File: config.mk
export PLATFORM = sky130hd
export DESIGN_NAME = pin_cfg_bank
export DESIGN_NICKNAME = d
export VERILOG_FILES = /design/src/rtl/pin_cfg_pkg.sv /design/src/rtl/pin_cfg_decode.sv /design/src/rtl/pin_cfg_set.sv /design/src/rtl/pin_cfg_rdmux.sv /design/src/rtl/pin_cfg_bank.sv
export SDC_FILE = /design/constraint.sdc
export NUM_CORES = 1
export LEC_CHECK = 0
export ABC_AREA = 1
export BUFFER_PORTS_ARGS = -buffer_cell sky130_fd_sc_hd__buf_2
export CAP_MARGIN = 20
export CORE_UTILIZATION = 49
export DETAILED_ROUTE_END_ITERATION = 16
export GPL_TIMING_DRIVEN = 0
export PLACE_DENSITY = 0.73
export SYNTH_ARGS = -nofsm -noshare
export SYNTH_HDL_FRONTEND = slang
export SYNTH_SLANG_ARGS = --single-unit
File: constraint.sdc
create_clock -name clk -period 2.3 [get_ports clk]
set_input_delay 0.115 -clock clk [delete_from_list [all_inputs] [get_ports clk]]
set_output_delay 0.115 -clock clk [all_outputs]
set_load 0.02 [all_outputs]
File: src/rtl/pin_cfg_pkg.sv
// Package: shared constants and types for the indexed pin configuration bank.
// Assumes an 8-bit configuration address space and byte-wide registers.
package pin_cfg_pkg;

    localparam int          CFG_DW        = 8;
    localparam logic [7:0]  ADR_SEL       = 8'hF0;
    localparam logic [7:0]  ADR_CFG1      = 8'hF1;
    localparam logic [7:0]  ADR_ROUTE     = 8'hF2;
    localparam logic [7:0]  ADR_CFG2      = 8'hF3;

    localparam logic [7:0]  RST_SEL       = 8'h00;
    localparam logic [7:0]  RST_CFG1      = 8'h00;
    localparam logic [7:0]  RST_ROUTE     = 8'h01;
    localparam logic [7:0]  RST_CFG2      = 8'h00;

    // Which register a bus address reaches.
    typedef enum logic [2:0] {
        KIND_NONE  = 3'd0,
        KIND_SEL   = 3'd1,
        KIND_CFG1  = 3'd2,
        KIND_ROUTE = 3'd3,
        KIND_CFG2  = 3'd4
    } reg_kind_e;

endpackage

File: src/rtl/pin_cfg_decode.sv
// Module: address decoder for the indexed window.
// What it does: maps a bus address to the register kind it reaches.
// Assumes: the four window addresses are distinct. Every other address decodes to KIND_NONE.
module pin_cfg_decode
    import pin_cfg_pkg::*;
#(
    parameter int         ADDR_W    = 8,
    parameter logic [ADDR_W-1:0] A_SEL   = ADDR_W'(ADR_SEL),
    parameter logic [ADDR_W-1:0] A_CFG1  = ADDR_W'(ADR_CFG1),
    parameter logic [ADDR_W-1:0] A_ROUTE = ADDR_W'(ADR_ROUTE),
    parameter logic [ADDR_W-1:0] A_CFG2  = ADDR_W'(ADR_CFG2)
) (
    input  logic [ADDR_W-1:0] addr,
    output reg_kind_e         kind
);

    // Purpose: compare the address against the four window addresses.
    always_comb begin
        if (addr == A_SEL)        kind = KIND_SEL;
        else if (addr == A_CFG1)  kind = KIND_CFG1;
        else if (addr == A_ROUTE) kind = KIND_ROUTE;
        else if (addr == A_CFG2)  kind = KIND_CFG2;
        else                      kind = KIND_NONE;
    end

endmodule

File: src/rtl/pin_cfg_set.sv
// Module: the three stored configuration bytes of one pin.
// What it does: holds the first configuration byte, the routing byte and the second
// configuration byte, each loaded by its own write enable.
// Assumes: the parent qualifies each enable with the pin select, so at most one set
// sees an enable in any cycle.
module pin_cfg_set
    import pin_cfg_pkg::*;
#(
    parameter int            DW        = CFG_DW,
    parameter logic [DW-1:0] CFG1_RST  = DW'(RST_CFG1),
    parameter logic [DW-1:0] ROUTE_RST = DW'(RST_ROUTE),
    parameter logic [DW-1:0] CFG2_RST  = DW'(RST_CFG2)
) (
    input  logic          clk,
    input  logic          rst_sb_n,
    input  logic          we_cfg1,
    input  logic          we_route,
    input  logic          we_cfg2,
    input  logic [DW-1:0] wdata,
    output logic [DW-1:0] cfg1_q,
    output logic [DW-1:0] route_q,
    output logic [DW-1:0] cfg2_q
);

    // Purpose: first configuration byte storage.
    always_ff @(posedge clk) begin
        if (!rst_sb_n)    cfg1_q <= CFG1_RST;
        else if (we_cfg1) cfg1_q <= wdata;
    end

    // Purpose: event-routing byte storage.
    always_ff @(posedge clk) begin
        if (!rst_sb_n)     route_q <= ROUTE_RST;
        else if (we_route) route_q <= wdata;
    end

    // Purpose: second configuration byte storage.
    always_ff @(posedge clk) begin
        if (!rst_sb_n)    cfg2_q <= CFG2_RST;
        else if (we_cfg2) cfg2_q <= wdata;
    end

endmodule

File: src/rtl/pin_cfg_rdmux.sv
// Module: read-data selector for the indexed window.
// What it does: picks the select register or one byte lane of the selected pin,
// according to the decoded register kind. Unmapped kinds give zero.
// Assumes: NUM_PINS is a power of two, so every pin index is in range.
module pin_cfg_rdmux
    import pin_cfg_pkg::*;
#(
    parameter int NUM_PINS = 8,
    parameter int DW       = CFG_DW,
    localparam int SEL_W   = $clog2(NUM_PINS),
    localparam int TOT_W   = NUM_PINS * DW
) (
    input  reg_kind_e        kind,
    input  logic [DW-1:0]    sel_reg,
    input  logic [SEL_W-1:0] pin_idx,
    input  logic [TOT_W-1:0] cfg1_all,
    input  logic [TOT_W-1:0] route_all,
    input  logic [TOT_W-1:0] cfg2_all,
    output logic [DW-1:0]    rd_next
);

    // Purpose: choose the byte a read of this address returns.
    always_comb begin
        unique case (kind)
            KIND_SEL:   rd_next = sel_reg;
            KIND_CFG1:  rd_next = cfg1_all[pin_idx*DW +: DW];
            KIND_ROUTE: rd_next = route_all[pin_idx*DW +: DW];
            KIND_CFG2:  rd_next = cfg2_all[pin_idx*DW +: DW];
            default:    rd_next = '0;
        endcase
    end

endmodule

File: src/rtl/pin_cfg_bank.sv
// Module: indexed per-pin configuration bank (top).
// What it does: holds a select register and NUM_PINS sets of three configuration
// bytes. The select register's low bits bank three data addresses onto one pin's set.
// It drives every pin's bytes as parallel outputs and returns registered read data.
// Assumes: one-cycle bus strobes, NUM_PINS a power of two, and a synchronous
// active-low standby reset as the only reset of this state.
module pin_cfg_bank
    import pin_cfg_pkg::*;
#(
    parameter int NUM_PINS = 8,
    parameter int DW       = CFG_DW,
    parameter int ADDR_W   = 8,
    localparam int SEL_W   = $clog2(NUM_PINS),
    localparam int TOT_W   = NUM_PINS * DW
) (
    input  logic              clk,
    input  logic              rst_sb_n,
    input  logic [ADDR_W-1:0] bus_addr,
    input  logic              bus_wr,
    input  logic              bus_rd,
    input  logic [DW-1:0]     bus_wdata,
    output logic [DW-1:0]     rdata,
    output logic [TOT_W-1:0]  cfg1_o,
    output logic [TOT_W-1:0]  route_o,
    output logic [TOT_W-1:0]  cfg2_o
);

    reg_kind_e        kind;
    logic [DW-1:0]    sel_q;
    logic [SEL_W-1:0] pin_idx;
    logic [DW-1:0]    rd_next;

    assign pin_idx = sel_q[SEL_W-1:0];

    pin_cfg_decode #(.ADDR_W(ADDR_W)) u_decode (
        .addr (bus_addr),
        .kind (kind)
    );

    // Purpose: select register, stored in full and read back in full.
    always_ff @(posedge clk) begin
        if (!rst_sb_n)                     sel_q <= DW'(RST_SEL);
        else if (bus_wr && kind == KIND_SEL) sel_q <= bus_wdata;
    end

    for (genvar p = 0; p < NUM_PINS; p++) begin : g_pin
        logic hit;
        assign hit = bus_wr && (pin_idx == SEL_W'(p));

        pin_cfg_set #(.DW(DW)) u_set (
            .clk      (clk),
            .rst_sb_n (rst_sb_n),
            .we_cfg1  (hit && kind == KIND_CFG1),
            .we_route (hit && kind == KIND_ROUTE),
            .we_cfg2  (hit && kind == KIND_CFG2),
            .wdata    (bus_wdata),
            .cfg1_q   (cfg1_o[p*DW +: DW]),
            .route_q  (route_o[p*DW +: DW]),
            .cfg2_q   (cfg2_o[p*DW +: DW])
        );
    end

    pin_cfg_rdmux #(.NUM_PINS(NUM_PINS), .DW(DW)) u_rdmux (
        .kind      (kind),
        .sel_reg   (sel_q),
        .pin_idx   (pin_idx),
        .cfg1_all  (cfg1_o),
        .route_all (route_o),
        .cfg2_all  (cfg2_o),
        .rd_next   (rd_next)
    );

    // Purpose: register read data for one cycle after a strobe, zero otherwise.
    always_ff @(posedge clk) begin
        if (!rst_sb_n)   rdata <= '0;
        else if (bus_rd) rdata <= rd_next;
        else             rdata <= '0;
    end

endmodule

==> flow_summary.toml, run 1 <==
[synth]
synth_top_area_share_pct = 44.7
synth_area_leader_cell = "dfxtp_1"
synth.area.top_cells = "dfxtp_1 45%, nand2_1 15%, nand3_1 13%"
ys_seq_area_share_pct = 44.7
ys_warn_count = 0
synth.avg_cell_area_um2 = 6.88
ys_types = 25
synth_nets = 1374
postSynthCellCount = 1354
synth_seq_cells = 208
synth_area_um2 = 9310

[setup_path]
r2r_setup_slack_ns = -0.1
crit_chain = "inv_1 > nand2_1 > inv_1 > clkbuf_2 > nand2_1 > o21ai_0 > nand2_1 > nand3_1 > nand2_1 > nand3_1 > a21oi_1"
crit_top_cell = "nand2_1"
rr_startpoint = "sel_q[0]"
r2r_cells = 11
critical_path.max_fanout = 10
path_depth = 11
critPathArrivalTime_ns = 2.79
slowest_stage = "o21ai_0"
critPathRequiredTime_ns = 2.69
cpPeakStageDelay_ns = 0.45
worstSetupEndpointType = "flop"
startpoint_type = "flop"
crit_family = "simple AND/OR/NAND/NOR gates"
worstReg2RegEnd = "rdata[5]"
crit_start = "sel_q[0]"
crit_type = "reg2reg"
cp_num_buf_inv = 3
crit_end = "rdata[5]"

[min_path]
hold_class = "in2reg"
worstHoldStart = "bus_wdata[2]"

[final_layout]
fillers = 1805
drive_gt1_share_pct = 19.8
stdcell_count = 1845
area_growth_pct = 23.2
stdcell_area_um2 = 11500
antennaDiodeCount = 0
fin_nets = 1618

[placement]
port_buffers = 216
place.gp.congestion = 0.995
place_inst = 1804
hpwlAfterDp_um = 32700
placed_cell_area_um2 = 10700
place_ws_ns = -0.279

[die]
die_height_um = 140
die_w_um = 140
floorplan.rows = 50
boundaryPins = 220
coreArea_um2 = 18600
dieArea_um2 = 19600
initial_utilization_pct = 49.9

[pwr]
ir_drop_uv = 538
p_leak_uw = 0.00467
power.density_nw_per_um2 = 657
finalPower_uw = 7540

[route]
avgRoutedWirePerCell_um = 24.4
antenna_left = 0
totalWireLength_um = 44900
via_count = 11400
drc = 0
via_per_inst = 6.18
firstDrtPassIters = 6
first_iter_violations = 1577

[global_route]
grt.busiest_layer = "met2"
antenna_found_initial = 2
grt_max_degree = 18
grt_use_met1_pct = 60.9
grt_pass1_wl_um = 64600
use_met3_pct = 10.7
first_global_vias = 10100
use_met2_pct = 66.4
gr-total-overflow = 0
grt_use_total_pct = 45.0

[job]
drv_cap = 0

[sta]
relSlewSlack_pct = 25.2
finalHoldViolCount = 0
final.period_utilization_pct = 104
period_needed_ns = 2.40
worst_pin_slew_ns = 1.12
rsz0062_at_grt = "true"
setup_tns_ns = -0.0979
fmax_mhz = 417
finalSetupViolCount = 1
setup_ws_ns = -0.0979
skew_ns = 0.0115
drv_slew = 0

[clocking]
post-cts-setup-buffers = 0
cts_tree = "done"
clk_path_buf_depth = 3
htreeDepth = 1
cts-buffers-inserted = 23
worst_skew_pair.late_latency_ns = 0.52
clock-sinks = 208
clk_root_buffer_cell = "clkbuf_16"
path_clk_slew_ns = 0.06

[run_status]
status = "finished with violations"
violations = "negative setup slack"
placed cells by master (no fill, tap or decap), types with 2 or more instances in the layout:
cell type / count
o211ai_1: 4
buf_2: 243
buf_6: 2
o21ai_1: 5
nand3_1: 249
buf_1: 4
clkinv_2: 6
nand2_2: 11
a21oi_1: 214
o21ai_0: 53
nand2_1: 360
nor3_1: 2
clkbuf_16: 23
buf_4: 9
nand4_1: 3
dlygate4sd3_1: 4
clkbuf_1: 59
nor2_1: 49
o22ai_1: 13
clkbuf_8: 4
inv_1: 62
dfxtp_1: 208
inv_2: 4
nor2_2: 6
nor2_4: 2
clkbuf_2: 4
per-stage QoR:
step / util (%) / hold slack (ns)
floorplan: - / 0.305
global placement: 57.3 / 0.452
detailed placement: 57.3 / 0.454
CTS: 61.3 / 0.000771
global route: 61.5 / 0.0242
finish: 61.5 / 0.0170
cell type report:
type	count	area (um2)	share of cell area, %
plain buffers	101	470	4.10
clock buffers	32	649	5.66
clock inverters	6	55.1	0.480
inverters	69	264	2.30
multi-input cells	975	4450	38.8
flip-flops and latches	208	4160	36.3
well taps	234	293	2.55
repair buffers	220	1120	9.78
registers in the layout, indices dropped and copies added, names as in the netlist:
name                 flops
g_pin.u_set.cfg1_q      64
g_pin.u_set.cfg2_q      64
g_pin.u_set.route_q     64
rdata                    8
sel_q                    8
per-layer routing:
metal / share of wire [%] / up-vias
li1: - / 5009
met1: 39 / 5251
met2: 42 / 969
met3: 13 / 176
met4: 5.8 / 2
met5: 0.031 / -
worst min path at each step:
stage	slack, ns	cells past startpoint	end
after global routing	0.02	3	g_pin[2].u_set.cfg1_q[1]
after CTS	0.0008	3	g_pin[2].u_set.cfg1_q[1]
final	0.02	3	g_pin[1].u_set.route_q[2]
after detailed placement	0.45	2	sel_q[3]
after global placement	0.45	2	sel_q[4]
after floorplan	0.30	2	sel_q[0]
synthesized netlist by cell type:
| cell type | instances |
|---|---|
| buf_6 | 2 |
| buf_4 | 9 |
| o21ai_0 | 55 |
| nor2_4 | 1 |
| clkinv_1 | 3 |
| inv_1 | 63 |
| nor3_2 | 1 |
| a21oi_1 | 215 |
| o221ai_1 | 1 |
| nor2_1 | 54 |
| nand2_1 | 363 |
| buf_1 | 5 |
| nand4_1 | 3 |
| nand3_1 | 249 |
| nor3_1 | 2 |
| inv_2 | 3 |
| o2111ai_1 | 1 |
| nand2_2 | 8 |
| dfxtp_1 | 208 |
| o22ai_1 | 13 |
| nor2_2 | 2 |
| clkbuf_1 | 58 |
| o21ai_1 | 3 |
| o211ai_1 | 4 |
| buf_2 | 28 |
worst register-to-register path, cell delays in order (launching register included):
cell	delay, ns
dfxtp_1	0.35
inv_1	0.13
nand2_1	0.17
inv_1	0.14
clkbuf_2	0.37
nand2_1	0.10
o21ai_0	0.45
nand2_1	0.11
nand3_1	0.19
nand2_1	0.07
nand3_1	0.12
a21oi_1	0.08
cell families (layout without fill, tap and decap cells):
| kind of cell | after synthesis | count (layout) | synth area share (%) |
|---|---|---|---|
| AOI/OAI and AO/OA | 292 | 292 | 16.1 |
| and+or+nand+nor | 683 | 683 | 31.4 |
| buffers and inverters | 171 | 428 | 7.80 |
| DFF | 208 | 208 | 44.7 |
where the power goes:
group          switching, uW  total [uW]  internal [uW]
Clock                   1530        3600           2060
Combinational            286         335           49.9
Sequential             0.828        3600           3600
Total                   1820        7540           5720
what timing repair did:
item	CTS	global route
hold buffers	4	0
hold endpoints to repair	5	0
resized for setup	6	15
setup endpoints to repair	13	70
No activity file was read; power rests on OpenSTA's default activity.
==> run 2, diff against run 1 <==
--- a/config.mk
+++ b/config.mk
@@ -12,6 +12,7 @@
 export DETAILED_ROUTE_END_ITERATION = 16
 export GPL_TIMING_DRIVEN = 0
 export PLACE_DENSITY = 0.73
+export SETUP_SLACK_MARGIN = 0.3
 export SYNTH_ARGS = -nofsm -noshare
 export SYNTH_HDL_FRONTEND = slang
 export SYNTH_SLANG_ARGS = --single-unit
==> constraint.sdc (replaced) <==
create_clock -name clk -period 2.6 [get_ports clk]
set_input_delay 0.13 -clock clk [delete_from_list [all_inputs] [get_ports clk]]
set_output_delay 0.13 -clock clk [all_outputs]
set_load 0.02 [all_outputs]
==> flow_summary.toml, run 2 (synthesis gave the netlist of run 1 again) <==
[pwr]
power.density_nw_per_um2 = 582
ir_drop_uv = 474
p_leak_uw = 0.00467

[setup_path]
critPathRequiredTime_ns = 3.04
worstSetupEndpointType = "flop"
critical_path.max_fanout = 10
critPathArrivalTime_ns = 2.82
cpPeakStageDelay_ns = 0.57
crit_type = "reg2reg"
rr_startpoint = "sel_q[2]"
crit_chain = "buf_2 > nand2_1 > nor2_1 > clkbuf_1 > nand3_1 > a21oi_1"
slowest_stage = "nor2_1"
crit_start = "sel_q[2]"
startpoint_type = "flop"

[final_layout]
most-common-layout-cells = "360 x nand2_1, 249 x nand3_1, 244 x buf_2, 215 x a21oi_1, 208 x dfxtp_1"
stdcell_area_um2 = 11400
fin_nets = 1618
antennaDiodeCount = 0
reg_top3 = "g_pin.u_set.cfg1_q (64), g_pin.u_set.cfg2_q (64), g_pin.u_set.route_q (64)"
final_common_cell = "nand2_1"
drive_gt1_share_pct = 19.7
area_growth_pct = 23.0

[die]
coreArea_um2 = 18600
die_height_um = 140
die_w_um = 140
dieArea_um2 = 19600
initial_utilization_pct = 49.9
boundaryPins = 220
floorplan.rows = 50

[sta]
drv_slew = 0
finalSetupViolCount = 0
relSlewSlack_pct = 24.7
worst_pin_slew_ns = 1.13
fmax_mhz = 419
skew_ns = 0.00915
setup_tns_ns = 0
period_needed_ns = 2.39
final.period_utilization_pct = 91.8
finalHoldViolCount = 0
rsz0062_at_grt = "true"

[placement]
hpwlAfterDp_um = 32700
port_buffers = 216
placed_cell_area_um2 = 10700
place.gp.congestion = 0.995

[clocking]
clock-sinks = 208
clk_path_buf_depth = 3
clk_root_buffer_cell = "clkbuf_16"
path_clk_slew_ns = 0.06
worst_skew_pair.late_latency_ns = 0.52
cts-buffers-inserted = 23
htreeDepth = 1
cts_tree = "done"
post-cts-setup-buffers = 0

[global_route]
antenna_found_initial = 2
grt_pass1_wl_um = 64600
grt_max_degree = 13
grt_use_total_pct = 45.0
gr-total-overflow = 0
first_global_vias = 10100

[job]
drv_cap = 0

[route]
via_per_inst = 6.21
drc = 0
antenna_left = 0
first_iter_violations = 1515
via_count = 11500
firstDrtPassIters = 6
totalWireLength_um = 45100
avgRoutedWirePerCell_um = 24.4

[min_path]
hold_class = "in2reg"
worstHoldStart = "bus_addr[1]"

[run_status]
status = "finished, final reports clean"
[run 2: cell count changes in the layout (fill, tap and decap cells not counted), sizes merged]
| cell | delta |
|---|---|
| buf | +1 |
| dlygate4sd3 | -1 |
[run 2: layer usage]
metal	GRT usage (%)	wire [um]
met1	61.3	17400
met2	66.5	18900
met3	10.2	6060
met4	23.1	2700
met5	0	14
[run 2: final cells by class]
cell class,count,area (um2)
plain buffers,102,475
clock buffers,32,649
clock inverters,6,55.1
fillers,1805,7200
inverters,69,264
multi-input cells,975,4430
flip-flops and latches,208,4160
well taps,234,293
repair buffers,219,1110
[run 2: report_power, final]
part / total, uW / switching [uW] / internal [uW] / leakage (uW)
combinational: 297 / 253 / 44.0 / 0.00265
sequential: 3190 / 0.731 / 3190 / 0.00167
clock: 3180 / 1350 / 1830 / 0.000352
total: 6670 / 1610 / 5060 / 0.00467
[run 2: metrics by stage]
stage / power (uW) / instances / hold WS (ns) / worst slack, ns / utilization (%)
2_1_floorplan: 3380 / 1354 / 0.320 / 0.979 / -
3_3_place_gp: 3530 / 1804 / 0.452 / 0.0196 / 57.3
3_5_place_dp: 3530 / 1804 / 0.454 / 0.0207 / 57.3
4_1_cts: 6620 / 1845 / 0.00823 / 0.286 / 61.3
5_1_grt: 6760 / 1845 / 0.0391 / 0.188 / 61.4
6_report: 6670 / 1845 / 0.0166 / 0.214 / 61.4
[run 2: critical path: cells and delay by family, from the launching register on]
family / cells / cell delay [ns]
AO/OA/AOI/OAI: 1 / 0.21
AND/OR/NAND/NOR: 3 / 0.93
buffers and inverters: 2 / 0.83
flip-flops: 1 / 0.32
[run 2: path summary, 6_finish.rpt]
| path | endpoint | slack [ns] | depth (start not counted) |
|---|---|---|---|
| worst min register to register | sel_q[6] | 0.46 | 2 |
| worst min-delay path | sel_q[7] | 0.02 | 4 |
| worst max register to register | g_pin[6].u_set.cfg1_q[5] | 0.21 | 6 |
| worst max-delay path | g_pin[6].u_set.cfg1_q[5] | 0.21 | 6 |
[run 2: timing repair]
action                     4_1_cts  5_1_grt
gates resized for setup          6       12
setup endpoints to repair       13       69
hold endpoints to repair         5        0
hold buffers                     3        0
==> run 3, diff against run 2 <==
--- a/config.mk
+++ b/config.mk
@@ -11,8 +11,9 @@
 export CORE_UTILIZATION = 49
 export DETAILED_ROUTE_END_ITERATION = 16
 export GPL_TIMING_DRIVEN = 0
-export PLACE_DENSITY = 0.73
+export PLACE_DENSITY = 0.71
 export SETUP_SLACK_MARGIN = 0.3
 export SYNTH_ARGS = -nofsm -noshare
 export SYNTH_HDL_FRONTEND = slang
+export SYNTH_HIERARCHICAL = 1
 export SYNTH_SLANG_ARGS = --single-unit
==> flow_summary.toml, run 3 <==
[sta]
setup_ws_ns = 0.415
drv_slew = 0
relSlewSlack_pct = 38.1
worst_pin_slew_ns = 0.921
skew_ns = 0.0174
setup_tns_ns = 0
fmax_mhz = 458
finalHoldViolCount = 0
final.period_utilization_pct = 84.0
period_needed_ns = 2.19
rsz0062_at_grt = "false"
finalSetupViolCount = 0

[clocking]
clock-sinks = 208
clk_path_buf_depth = 3
worst_skew_pair.late_latency_ns = 0.52
cts_tree = "done"
cts-buffers-inserted = 23
clk_root_buffer_cell = "clkbuf_16"
path_clk_slew_ns = 0.06
htreeDepth = 1
post-cts-setup-buffers = 0

[synth]
synth_area_um2 = 10900
synth.avg_cell_area_um2 = 6.34
yosysMostFrequentCell = "nand2_1"
ys_seq_area_share_pct = 38.1
synth_nets = 1744
synth.area.top_cells = "dfxtp_1 38%, nand2_1 19%, nor2_1 15%"
synth_common_cells = "550 x nand2_1, 430 x nor2_1, 208 x dfxtp_1"
async_flop_share_pct = 0
synth_edf_count = 0
synthFlopType = "dfxtp_1"
synth_area_leader_cell = "dfxtp_1"
postSynthCellCount = 1724
ys_warn_count = 6
ys_types = 27
synth_top_area_share_pct = 38.1
synth_seq_cells = 208

[placement]
placed_cell_area_um2 = 12400
place.gp.congestion = 0.974
port_buffers = 219
hpwlAfterDp_um = 29900
place_ws_ns = -0.264

[setup_path]
crit_type = "in2reg"
slowest_stage = "clkbuf_1"
critical_path.max_fanout = 10
cpPeakStageDelay_ns = 0.51
startpoint_type = "primary input"
worstSetupEndpointType = "flop"
crit_top_cell = "nand2_1"
critPathRequiredTime_ns = 3.04
critPathArrivalTime_ns = 2.62
cp_num_buf_inv = 4
crit_chain = "buf_2 > nand2_1 > nor2_1 > nand2_1 > nor2_1 > buf_4 > clkbuf_1 > nand4_1 > nand3_1 > nand3_1 > nand2_1 > nand2_1 > a21oi_1 > nand2_1 > nand2_1 > inv_1 > nor2_1"
crit_family = "simple AND/OR/NAND/NOR gates"

[die]
dieArea_um2 = 22900
initial_utilization_pct = 50.1
die_height_um = 151
die_w_um = 151
floorplan.rows = 54
coreArea_um2 = 21800
boundaryPins = 220

[job]
drv_cap = 0

[global_route]
grt_pass1_wl_um = 62000
first_global_vias = 10700
antenna_found_initial = 0
grt_use_met1_pct = 48.1
grt_max_degree = 37
use_met3_pct = 6.72
grt.busiest_layer = "met2"
gr-total-overflow = 0
use_met2_pct = 57.3
grt_use_total_pct = 36.4

[pwr]
ir_drop_uv = 513
p_leak_uw = 0.00637
finalPower_uw = 6790
power.density_nw_per_um2 = 516

[final_layout]
fin_util_pct = 60.4
most-common-layout-cells = "550 x nand2_1, 428 x nor2_1, 237 x buf_2, 208 x dfxtp_1, 174 x nand3_1"
final_common_cell = "nand2_1"
stdcell_area_um2 = 13200
area_growth_pct = 20.5
drive_gt1_share_pct = 18.8
reg_top3 = "g_pin.u_set/cfg1_q (64), g_pin.u_set/cfg2_q (64), g_pin.u_set/route_q (64)"
antennaDiodeCount = 0
fin_nets = 1990

[route]
avgRoutedWirePerCell_um = 18.6
drc = 0
firstDrtPassIters = 5
first_iter_violations = 1126
via_count = 12200
via_per_inst = 5.40
antenna_left = 0
totalWireLength_um = 42200

[min_path]
hold_class = "in2reg"

[run_status]
status = "finished, final reports clean"
[run 3: final timing paths]
check | start | endpoint | slack (ns) | depth (start not counted)
worst min-delay path | rst_sb_n | g_pin[1].u_set/cfg1_q[5] | 0.08 | 3
worst min register to register | g_pin[6].u_set/cfg2_q[1] | g_pin[6].u_set/cfg2_q[1] | 0.48 | 2
worst max register to register | sel_q[0] | rdata[4] | 0.43 | 11
worst max-delay path | bus_addr[5] | rdata[4] | 0.41 | 17
[run 3: power by group]
part | internal, uW | leakage, uW | switching [uW]
sequential | 3190 | 0.00167 | 1.39
clock | 1940 | 0.000367 | 1350
combinational | 97.6 | 0.00433 | 225
total | 5220 | 0.00637 | 1570
[run 3: kinds of logic (layout without fill, tap and decap cells)]
family / Yosys count / after routing / share of synthesized area (%)
AND/OR/NAND/NOR: 1235 / 1235 / 46.8
buffers and inverters: 253 / 515 / 13.7
AO/OA/AOI/OAI: 27 / 27 / 1.30
flip-flops: 208 / 208 / 38.1
XOR/XNOR: 1 / 1 / 0.0801
[run 3: metal layers]
layer,vias up,share of wire (%)
li1,5804,-
met1,5543,40
met2,759,44
met3,133,11
met4,0,4.7
met5,-,0
[run 3: layout make-up]
class                      instances  area (um2)
buffer                           117        1010
clock buffer                      33         653
clock inverter                     8        92.6
fill                            2184        8650
inverter                         136         510
multi-input combinational       1263        5270
sequential                       208        4160
tap                              280         350
timing repair buffer             221        1130
[run 3: per-stage QoR]
stage	hold slack (ns)	cells
final	0.0802	2266
after global routing	0.0932	2266
after CTS	0.0543	2266
after floorplan	0.250	1724
after global placement	0.462	2223
after detailed placement	0.470	2224
[run 3: repair_timing]
action,CTS,global route
hold buffers,1,0
hold endpoints to repair,7,0
cloned,0,0
endpoints found under the setup margin,8,8
resized for setup,6,12
[run 3: tightest hold or removal path, cell delays in order]
cell     delay (ns)
buf_2          0.25
nand2_1        0.13
nor2_1         0.03
